===== src/rtl/sdram_seq_pkg.sv =====
package sdram_seq_pkg;

  typedef enum logic [1:0] {
    CMD_PRE = 2'd0,
    CMD_ACT = 2'd1,
    CMD_RD  = 2'd2,
    CMD_WR  = 2'd3
  } cmd_e;

  typedef enum logic [2:0] {
    ST_IDLE  = 3'd0,
    ST_WAIT1 = 3'd1,
    ST_SETUP = 3'd2,
    ST_ISSUE = 3'd3,
    ST_GAP   = 3'd4,
    ST_DRAIN = 3'd5
  } st_e;

  typedef struct packed {
    logic cas3;
    logic rcd3;
    logic rp3;
    logic lead4;
  } tcfg_t;

  // {ras_n, cas_n, we_n} for each command
  function automatic logic [2:0] cmd_code(input cmd_e c);
    case (c)
      CMD_PRE: cmd_code = 3'b010;
      CMD_ACT: cmd_code = 3'b011;
      CMD_RD:  cmd_code = 3'b101;
      default: cmd_code = 3'b100;
    endcase
  endfunction

  // first command of a sequence from page class and direction
  function automatic cmd_e first_cmd(input logic [1:0] page, input logic wr);
    if (page[1])          first_cmd = CMD_PRE;
    else if (!page[0])    first_cmd = CMD_ACT;
    else if (wr)          first_cmd = CMD_WR;
    else                  first_cmd = CMD_RD;
  endfunction

endpackage


===== src/rtl/sdram_seq_rst_sync.sv =====
module sdram_seq_rst_sync #(
  parameter int STAGES = 2
) (
  input  logic clk,
  input  logic rst_n,
  output logic rst_sync_n
);
  logic [STAGES-1:0] chain;

  always_ff @(posedge clk or negedge rst_n) begin
    if (!rst_n) chain <= '0;
    else        chain <= {chain[STAGES-2:0], 1'b1};
  end

  assign rst_sync_n = chain[STAGES-1];
endmodule


===== src/rtl/sdram_seq_req_latch.sv =====
module sdram_seq_req_latch
  import sdram_seq_pkg::*;
#(
  parameter int ROW_W  = 13,
  parameter int COL_W  = 10,
  parameter int BANK_W = 2
) (
  input  logic              clk,
  input  logic              rst_n,
  input  logic              load,
  input  logic [1:0]        in_page,
  input  logic              in_write,
  input  logic              in_cpu,
  input  logic [ROW_W-1:0]  in_row,
  input  logic [BANK_W-1:0] in_bank,
  input  logic [COL_W-1:0]  in_col,
  input  tcfg_t             in_cfg,
  output logic [1:0]        lat_page,
  output logic              lat_write,
  output logic              lat_cpu,
  output logic [ROW_W-1:0]  lat_row,
  output logic [BANK_W-1:0] lat_bank,
  output logic [COL_W-1:0]  lat_col,
  output tcfg_t             lat_cfg
);
  always_ff @(posedge clk or negedge rst_n) begin
    if (!rst_n) begin
      lat_page  <= '0;
      lat_write <= 1'b0;
      lat_cpu   <= 1'b0;
      lat_row   <= '0;
      lat_bank  <= '0;
      lat_col   <= '0;
      lat_cfg   <= '0;
    end else if (load) begin
      lat_page  <= in_page;
      lat_write <= in_write;
      lat_cpu   <= in_cpu;
      lat_row   <= in_row;
      lat_bank  <= in_bank;
      lat_col   <= in_col;
      lat_cfg   <= in_cfg;
    end
  end
endmodule


===== src/rtl/sdram_seq_ctrl.sv =====
module sdram_seq_ctrl
  import sdram_seq_pkg::*;
#(
  parameter int CNT_W = 2
) (
  input  logic       clk,
  input  logic       rst_n,
  input  logic       req_valid,
  input  logic [1:0] lat_page,
  input  logic       lat_write,
  input  logic       lat_cpu,
  input  tcfg_t      lat_cfg,
  output logic       accept,
  output st_e        state,
  output cmd_e       cmd,
  output logic       rd_strobe
);
  st_e              state_n;
  cmd_e             cmd_n;
  logic [CNT_W-1:0] cnt, cnt_n;
  logic             cnt_zero;

  assign cnt_zero  = (cnt == '0);
  assign accept    = req_valid && (state == ST_IDLE);
  assign rd_strobe = (state == ST_DRAIN) && cnt_zero;

  always_comb begin
    state_n = state;
    cmd_n   = cmd;
    cnt_n   = cnt;
    case (state)
      ST_IDLE: if (accept) state_n = ST_WAIT1;
      ST_WAIT1: begin
        cmd_n   = first_cmd(lat_page, lat_write);
        cnt_n   = (lat_cpu && !lat_write && lat_cfg.lead4) ? CNT_W'(1) : '0;
        state_n = ST_SETUP;
      end
      ST_SETUP: begin
        if (cnt_zero) state_n = ST_ISSUE;
        else          cnt_n   = cnt - CNT_W'(1);
      end
      ST_ISSUE: begin
        case (cmd)
          CMD_PRE: begin
            cmd_n   = CMD_ACT;
            cnt_n   = lat_cfg.rp3 ? CNT_W'(1) : '0;
            state_n = ST_GAP;
          end
          CMD_ACT: begin
            cmd_n   = lat_write ? CMD_WR : CMD_RD;
            cnt_n   = lat_cfg.rcd3 ? CNT_W'(1) : '0;
            state_n = ST_GAP;
          end
          CMD_RD: begin
            cnt_n   = lat_cfg.cas3 ? CNT_W'(2) : CNT_W'(1);
            state_n = ST_DRAIN;
          end
          default: state_n = ST_IDLE;
        endcase
      end
      ST_GAP: begin
        if (cnt_zero) state_n = ST_ISSUE;
        else          cnt_n   = cnt - CNT_W'(1);
      end
      ST_DRAIN: begin
        if (cnt_zero) state_n = ST_IDLE;
        else          cnt_n   = cnt - CNT_W'(1);
      end
      default: state_n = ST_IDLE;
    endcase
  end

  always_ff @(posedge clk or negedge rst_n) begin
    if (!rst_n) begin
      state <= ST_IDLE;
      cmd   <= CMD_PRE;
      cnt   <= '0;
    end else begin
      state <= state_n;
      cmd   <= cmd_n;
      cnt   <= cnt_n;
    end
  end
endmodule


===== src/rtl/sdram_seq_encode.sv =====
module sdram_seq_encode
  import sdram_seq_pkg::*;
#(
  parameter int ROW_W  = 13,
  parameter int COL_W  = 10,
  parameter int BANK_W = 2
) (
  input  st_e               state,
  input  cmd_e              cmd,
  input  logic [ROW_W-1:0]  lat_row,
  input  logic [COL_W-1:0]  lat_col,
  input  logic [BANK_W-1:0] lat_bank,
  output logic              cs_n,
  output logic              ras_n,
  output logic              cas_n,
  output logic              we_n,
  output logic [BANK_W-1:0] bank,
  output logic [ROW_W-1:0]  addr
);
  logic       drive;
  logic [2:0] lines;

  assign drive = (state == ST_SETUP) || (state == ST_ISSUE);

  always_comb begin
    lines = 3'b111;
    addr  = '0;
    if (drive) begin
      lines = cmd_code(cmd);
      case (cmd)
        CMD_ACT:        addr = lat_row;
        CMD_RD, CMD_WR: addr = ROW_W'(lat_col);
        default:        addr = '0;
      endcase
    end
  end

  assign cs_n = (state != ST_ISSUE);
  assign {ras_n, cas_n, we_n} = lines;
  assign bank = lat_bank;
endmodule


===== src/rtl/sdram_cmd_seq.sv =====
module sdram_cmd_seq
  import sdram_seq_pkg::*;
#(
  parameter int ROW_W  = 13,
  parameter int COL_W  = 10,
  parameter int BANK_W = 2
) (
  input  logic              clk,
  input  logic              rst_n,
  input  logic              req_valid,
  output logic              req_ready,
  input  logic [1:0]        req_page,
  input  logic              req_write,
  input  logic              req_cpu,
  input  logic [ROW_W-1:0]  req_row,
  input  logic [BANK_W-1:0] req_bank,
  input  logic [COL_W-1:0]  req_col,
  input  logic              cfg_cas3,
  input  logic              cfg_rcd3,
  input  logic              cfg_rp3,
  input  logic              cfg_lead4,
  output logic              sd_cs_n,
  output logic              sd_ras_n,
  output logic              sd_cas_n,
  output logic              sd_we_n,
  output logic [BANK_W-1:0] sd_bank,
  output logic [ROW_W-1:0]  sd_addr,
  output logic              rd_valid
);
  localparam int SYNC_STAGES = 2;
  localparam int CNT_W       = 2;

  logic              rst_sync_n;
  logic              accept;
  st_e               state;
  cmd_e              cmd;
  tcfg_t             cfg_in, lat_cfg;
  logic [1:0]        lat_page;
  logic              lat_write, lat_cpu;
  logic [ROW_W-1:0]  lat_row;
  logic [BANK_W-1:0] lat_bank;
  logic [COL_W-1:0]  lat_col;

  assign cfg_in = '{cas3: cfg_cas3, rcd3: cfg_rcd3, rp3: cfg_rp3, lead4: cfg_lead4};

  sdram_seq_rst_sync #(.STAGES(SYNC_STAGES)) u_rst (
    .clk(clk), .rst_n(rst_n), .rst_sync_n(rst_sync_n)
  );

  sdram_seq_req_latch #(.ROW_W(ROW_W), .COL_W(COL_W), .BANK_W(BANK_W)) u_latch (
    .clk(clk), .rst_n(rst_sync_n), .load(accept),
    .in_page(req_page), .in_write(req_write), .in_cpu(req_cpu),
    .in_row(req_row), .in_bank(req_bank), .in_col(req_col), .in_cfg(cfg_in),
    .lat_page(lat_page), .lat_write(lat_write), .lat_cpu(lat_cpu),
    .lat_row(lat_row), .lat_bank(lat_bank), .lat_col(lat_col), .lat_cfg(lat_cfg)
  );

  sdram_seq_ctrl #(.CNT_W(CNT_W)) u_ctrl (
    .clk(clk), .rst_n(rst_sync_n), .req_valid(req_valid),
    .lat_page(lat_page), .lat_write(lat_write), .lat_cpu(lat_cpu), .lat_cfg(lat_cfg),
    .accept(accept), .state(state), .cmd(cmd), .rd_strobe(rd_valid)
  );

  sdram_seq_encode #(.ROW_W(ROW_W), .COL_W(COL_W), .BANK_W(BANK_W)) u_enc (
    .state(state), .cmd(cmd), .lat_row(lat_row), .lat_col(lat_col), .lat_bank(lat_bank),
    .cs_n(sd_cs_n), .ras_n(sd_ras_n), .cas_n(sd_cas_n), .we_n(sd_we_n),
    .bank(sd_bank), .addr(sd_addr)
  );

  assign req_ready = (state == ST_IDLE);
endmodule


===== config.mk =====
export PLATFORM = sky130hd
export DESIGN_NAME = sdram_cmd_seq
export DESIGN_NICKNAME = d
export VERILOG_FILES = /design/src/rtl/sdram_seq_pkg.sv /design/src/rtl/sdram_seq_rst_sync.sv /design/src/rtl/sdram_seq_req_latch.sv /design/src/rtl/sdram_seq_ctrl.sv /design/src/rtl/sdram_seq_encode.sv /design/src/rtl/sdram_cmd_seq.sv
export SDC_FILE = /design/constraint.sdc
export NUM_CORES = 1
export LEC_CHECK = 0
export BUFFER_PORTS_ARGS = -buffer_cell sky130_fd_sc_hd__buf_2
export CAP_MARGIN = 40
export CORE_MARGIN = 3
export CORE_UTILIZATION = 38
export CTS_CLUSTER_DIAMETER = 40
export DETAILED_ROUTE_END_ITERATION = 8
export GPL_TIMING_DRIVEN = 1
export MAX_ROUTING_LAYER = met4
export SYNTH_ARGS = -nofsm -noshare
export SYNTH_HDL_FRONTEND = slang
export SYNTH_SLANG_ARGS = --single-unit

===== constraint.sdc =====
create_clock -name clk -period 1.5 [get_ports clk]
set_clock_uncertainty 0.15 [all_clocks]
set_input_delay 0 -clock clk [delete_from_list [all_inputs] [get_ports clk]]
set_output_delay 0 -clock clk [all_outputs]
set_load 0.01 [all_outputs]

## Yosys cells after proc, flatten, opt, wreduce, memory -nomap -nowiden

Index checks and enable logic that the tools add are counted.

- Output and inout bits: 21
- Register bits after elaboration: 42
- Word-level logic and storage cells: 69

- Eq/ne operators: 15
- Muxes and demuxes: 21
- Add/subtract/negate cells: 1
- Reductions and logical operators: 18

Operator list:

| operator | count |
|---|---|
| 13-bit case mux with 2 select lines | 1 |
| 3-bit case mux with 5 select lines | 1 |
| 13-bit two-way mux | 1 |
| 3-bit two-way mux | 4 |
| 2-bit case mux with 3 select lines | 2 |
| 3-bit case mux with 3 select lines | 1 |
| 2-bit two-way mux | 4 |
| 2-bit case mux with 2 select lines | 2 |
| 3-bit by 2-bit equality test with 1-bit output, second input constant | 2 |
| 3-bit equality test, second input constant | 2 |
| 2-bit by 1-bit inequality test with 1-bit output, second input constant | 3 |
| 3-bit case mux with 2 select lines | 1 |
| 3-bit AND reduction | 2 |
| 2-bit OR reduction | 3 |
| 2-bit equality test, second input constant | 2 |
| 1-bit logical AND | 4 |
| 2-bit logical NOT | 2 |
| 1-bit two-way mux | 4 |
| 4-bit by 1-bit inequality test with 1-bit output, second input constant | 1 |
| 3-bit by 1-bit equality test with 1-bit output, second input constant | 1 |
| 3-bit logical NOT | 1 |
| 3-bit by 1-bit inequality test with 1-bit output, second input constant | 1 |
| 3-bit by 2-bit inequality test with 1-bit output, second input constant | 1 |
| 3-bit nonzero test | 1 |
| 8 further kinds | 8 |

## Depth between registers and ports, before layout

- Depth after elaboration: 5
- Mapped depth: 7

## By module

Synthesis repeated with hierarchy kept, for this count alone.

- Cells, all modules: 195
- Area total of the unflattened synthesis: 2357.3 µm²

Modules (own cells, without submodules):

| module | cells each | times used | area each (µm²) |
|---|---|---|---|
| sdram_seq_req_latch | 70 | 1 | 1381.3 |
| sdram_seq_ctrl | 67 | 1 | 603.1 |
| sdram_seq_encode | 54 | 1 | 309.0 |
| sdram_seq_rst_sync | 3 | 1 | 53.8 |
| sdram_cmd_seq | 1 | 1 | 10.0 |

## Worst setup path after synthesis

Ideal clock, no wire load.

- Path type: reg2reg
- Start point: register u_ctrl.cmd[1]
- End point: register u_ctrl.cnt[0]
- Required time: 1206 ps
- Data arrival time: 1867 ps
- Setup slack: -661 ps
- Cell stages (with the launch flop): 7
- Cells stage by stage: dfrtp_1 -> clkbuf_1 -> inv_1 -> ha_1 -> or3b_1 -> a2111oi_0 -> a41oi_1

- Word-level cells in the longest chain between the ends: 3

Ends and longest elaborated chain:

| item | line | text |
|---|---|---|
| start: declaration | sdram_seq_ctrl.sv:15 | `output cmd_e cmd,` |
| start signal: assignment | sdram_seq_ctrl.sv:80 | `cmd <= cmd_n;` |
| 2-bit equality test (tied with other cells) | sdram_seq_ctrl.sv:43 | `case (cmd)` |
| 2-bit case mux with 3 select lines or 4-bit by 1-bit inequality test with 1-bit output (tied branches) | - |  |
| 2-bit case mux with 3 select lines or 3-bit AND reduction (tied branches) | - |  |
| end signal: assignment | sdram_seq_ctrl.sv:81 | `cnt <= cnt_n;` |
| end: declaration | sdram_seq_ctrl.sv:20 | `logic [CNT_W-1:0] cnt, cnt_n;` |

Several ways; a longest one is shown, not always the timed one.
A chain may end at the register's enable or synchronous reset.

## Worst setup path after layout

- Start point: register u_ctrl.state[2]
- End point: register, netlist name u_latch.lat_cfg[0]

- Word-level cells in the longest chain between the ends: 2

Ends and longest elaborated chain:

| item | line | text |
|---|---|---|
| start: declaration | sdram_seq_ctrl.sv:14 | `output st_e state,` |
| start signal: assignment | sdram_seq_ctrl.sv:79 | `state <= state_n;` |
| 3-bit logical NOT | sdram_seq_ctrl.sv:24 | `assign accept = req_valid && (state == ST_IDLE);` |
| 1-bit logical AND | sdram_seq_ctrl.sv:24 |  |

Every way passes these cells.

==> metrics.yaml <==
setup_path:
  path_buf_inv: 4
  worst_ep_arrival_time_ps: 1860
  crit_path_start: "u_ctrl.state[2]"
  crit_path_cell_trace: "buf_4 > nor3_4 > and2_4 > buf_6 > buf_6 > clkbuf_16 > mux2_4"
  crit_path_start_kind: "register"
  end_kind: "register"
  cp_data_required_time_ps: 1530
  r2r_end: "u_latch.lat_cfg[0]"
  worstSetupPathType: "register to register"
  cp_slowest_cell: "dfrtp_2"
  cp_max_fo: 5
  cp_slowest_stage_delay_ps: 430
  reg2regPathDepth: 7
  cpMostUsedCell: "buf_6"
  critPathTopFamily: "buffers and inverters"
  rr_startpoint: "u_ctrl.state[2]"
  r2r_slack_ps: -330
power_and_ir_drop:
  power.internal_mw: 5.28
  fin_total_pwr_mw: 8.32
  swShare: 0.365
  vdd_drop_max_mv: 1.20
  powerDensity_nw_per_um2: 2070
  pwr-share-seq: 0.258
  cellLeakagePower_nw: 1.84
  pwr-share-comb: 0.655
  pwr-share-clk: 0.087
  p_sw_mw: 3.04
timing:
  fin_crit_ps: 1830
  fin_ws_ps: -332
  drv_slew: 0
  tns_ps: -14470
  hold_viol: 0
  min_period_over_period: 1.22
  rsz0062_at_grt: "yes"
  fmax_mhz: 546
  setup_viol: 56
synth:
  synth_edf_count: 0
  yosysSeqAreaShare: 0.503
  ys_async_sr_fraction: 1.00
  yosysMostFrequentCell: "dfrtp_1"
  yosys_warnings: 0
  yosysTopAreaCell: "dfrtp_1"
  synth_cells: 177
  synth.distinct_cells: 40
  syn_avg_cell_area_um2: 11.8
  netlist_area_um2: 2090
  yosys_most_used_dff: "dfrtp_1"
  synth_area_leaders: "dfrtp_1, mux2_2, ha_1, a22oi_1, nor2_1"
  syn-num-nets: 219
  ys_seq_elements: 42
  synth_commonest_cells: "dfrtp_1, mux2_2, nor2_1"
  synth_top_area_share: 0.503
global_routing:
  grt_pass1_vias: 2213
  grt-ovfl-total: 0
  grt_pass1_wl_um: 11100
  antenna_found_initial: 0
  grt_start_max_net_pins: 33
  grtUsageTotal: 0.232
routing:
  first_pass_iters: 4
  wl_um: 7210
  num_vias: 1979
  post_drt_wl_per_cell_um: 18.3
  drc: 0
  final_antenna_net_count: 0
  viasPerCell: 5.02
  dr.first_iter.drc_count: 43
cts:
  tritoncts: "done"
  clock-sinks: 42
  clk_pin_slew_worst_paths_ps: 80
  cts_max_path_buffers: 2
  root_buffer: "clkbuf_8"
  htreeDepth: 2
  clkLatencyLatePin_ps: 290
  numCtsBuffers: 5
floorplan:
  die_area_um2: 6420
  dieHeight_um: 80.2
  coreArea_um2: 5200
  initial_core_util: 0.401
  boundaryPins: 57
  die_w_um: 80.2
  row_count: 26
layout:
  area_growth_pct: 92.3
  utilization: 0.772
  insertedDiodeCount: 0
  nNetsFinal: 365
  stdcell_area_um2: 4020
  drive_gt1_frac: 0.657
placed_design:
  io_buffers: 56
  placed_area_um2: 2850
  finalWeightedCongestion: 0.809
  place_hpwl_um: 3660
run_status:
  outcome: "complete, but fails checks"
  violations: "setup timing"
hold_path:
  holdCritPathClass: "register to asynchronous set/reset pin"
job:
  drv_cap: 0
[cells by family (layout without fill, tap and decap cells)]
group,after synthesis,after routing,synth area share
AOI/OAI and AO/OA,34,34,0.113
adders and majority gates,6,6,0.0359
buffers and inverters,17,164,0.0449
DFF,42,42,0.503
muxes,34,34,0.183
other,1,1,0.00179
and+or+nand+nor,43,43,0.118
[worst max path at each step]
stage / cells past startpoint / end
after floorplan: 6 / u_ctrl.cnt[1]
after global placement: 5 / u_ctrl.cnt[0]
after detailed placement: 5 / u_ctrl.cnt[0]
after CTS: 7 / u_latch.lat_row[1]
after global routing: 5 / u_ctrl.cnt[0]
final: 7 / u_latch.lat_cfg[0]
[final cells by class]
cell class / count / area, um^2
Inverter: 5 / 21.3
Fill cell: 298 / 1190
Tap cell: 70 / 87.6
Timing Repair Buffer: 151 / 1380
Clock inverter: 2 / 13.8
Multi-Input combinational cell: 118 / 1400
Sequential cell: 42 / 1050
Clock buffer: 6 / 72.6
[registers in the layout, indices dropped and copies added, names as in the netlist]
| name | cells |
|---|---|
| u_ctrl.cmd | 2 |
| u_ctrl.cnt | 2 |
| u_ctrl.state | 3 |
| u_latch.lat_bank | 2 |
| u_latch.lat_cfg | 4 |
| u_latch.lat_col | 10 |
| u_latch.lat_cpu | 1 |
| u_latch.lat_page | 2 |
| u_latch.lat_row | 13 |
| u_latch.lat_write | 1 |
| u_rst.chain | 2 |
[layout by cell type (no fill, tap or decap), drive strengths merged]
cell and n:
inv 5, o31ai 1, buf 114, and3 4, o21ai 6, clkbuf 7, a31o 1, a2111oi 2
nor3 1, a22oi 8, or4 1, a31oi 1, and4 1, o21bai 2, nand2 8, a21boi 1
nand4b 1, a41oi 2, dlygate4sd3 36, mux2 34, nand2b 3, nor4b 1, nor2b 5, and2 1
clkinv 2, a21oi 6, a21bo 1, nand3b 2, nor2 10, or3b 2, ha 6, dfrtp 42
a21o 1, conb 1, a311o 1, or2 1, nor3b 2, a211o 1
[power groups by stage]
stage | Combinational (mW) | Clock (mW) | Sequential [mW]
2_1_floorplan | 2.49 | 0 | 2.00
3_3_place_gp | 3.50 | 0 | 2.04
3_5_place_dp | 3.54 | 0 | 2.05
4_1_cts | 4.87 | 0.741 | 2.05
5_1_grt | 5.80 | 0.799 | 2.21
6_report | 5.45 | 0.725 | 2.14
[what timing repair did]
item,4_1_cts,5_1_grt
setup endpoints to repair,57,57
gates cloned,4,1
hold endpoints to repair,36,0
hold buffers,36,0
resized for setup,74,32
setup buffers,15,5
pin swaps,23,12
[routing by layer]
layer	part of all wire	vias up	GRT usage
met4	0.019	0	0.0676
met2	0.52	53	0.378
li1	-	925	-
met3	0.036	12	0.0471
met5	0	-	-
met1	0.42	989	0.294
[stage by stage]
| step | hold WS (ps) | worst slack, ps | cells |
|---|---|---|---|
| 2_1_floorplan | -446 | -348 | 177 |
| 3_3_place_gp | -362 | -326 | 326 |
| 3_5_place_dp | -361 | -420 | 326 |
| 4_1_cts | 22.7 | -288 | 389 |
| 5_1_grt | 60.8 | -388 | 394 |
| 6_report | 21.4 | -332 | 394 |
Note: power is estimated with default switching activity, not from simulation.
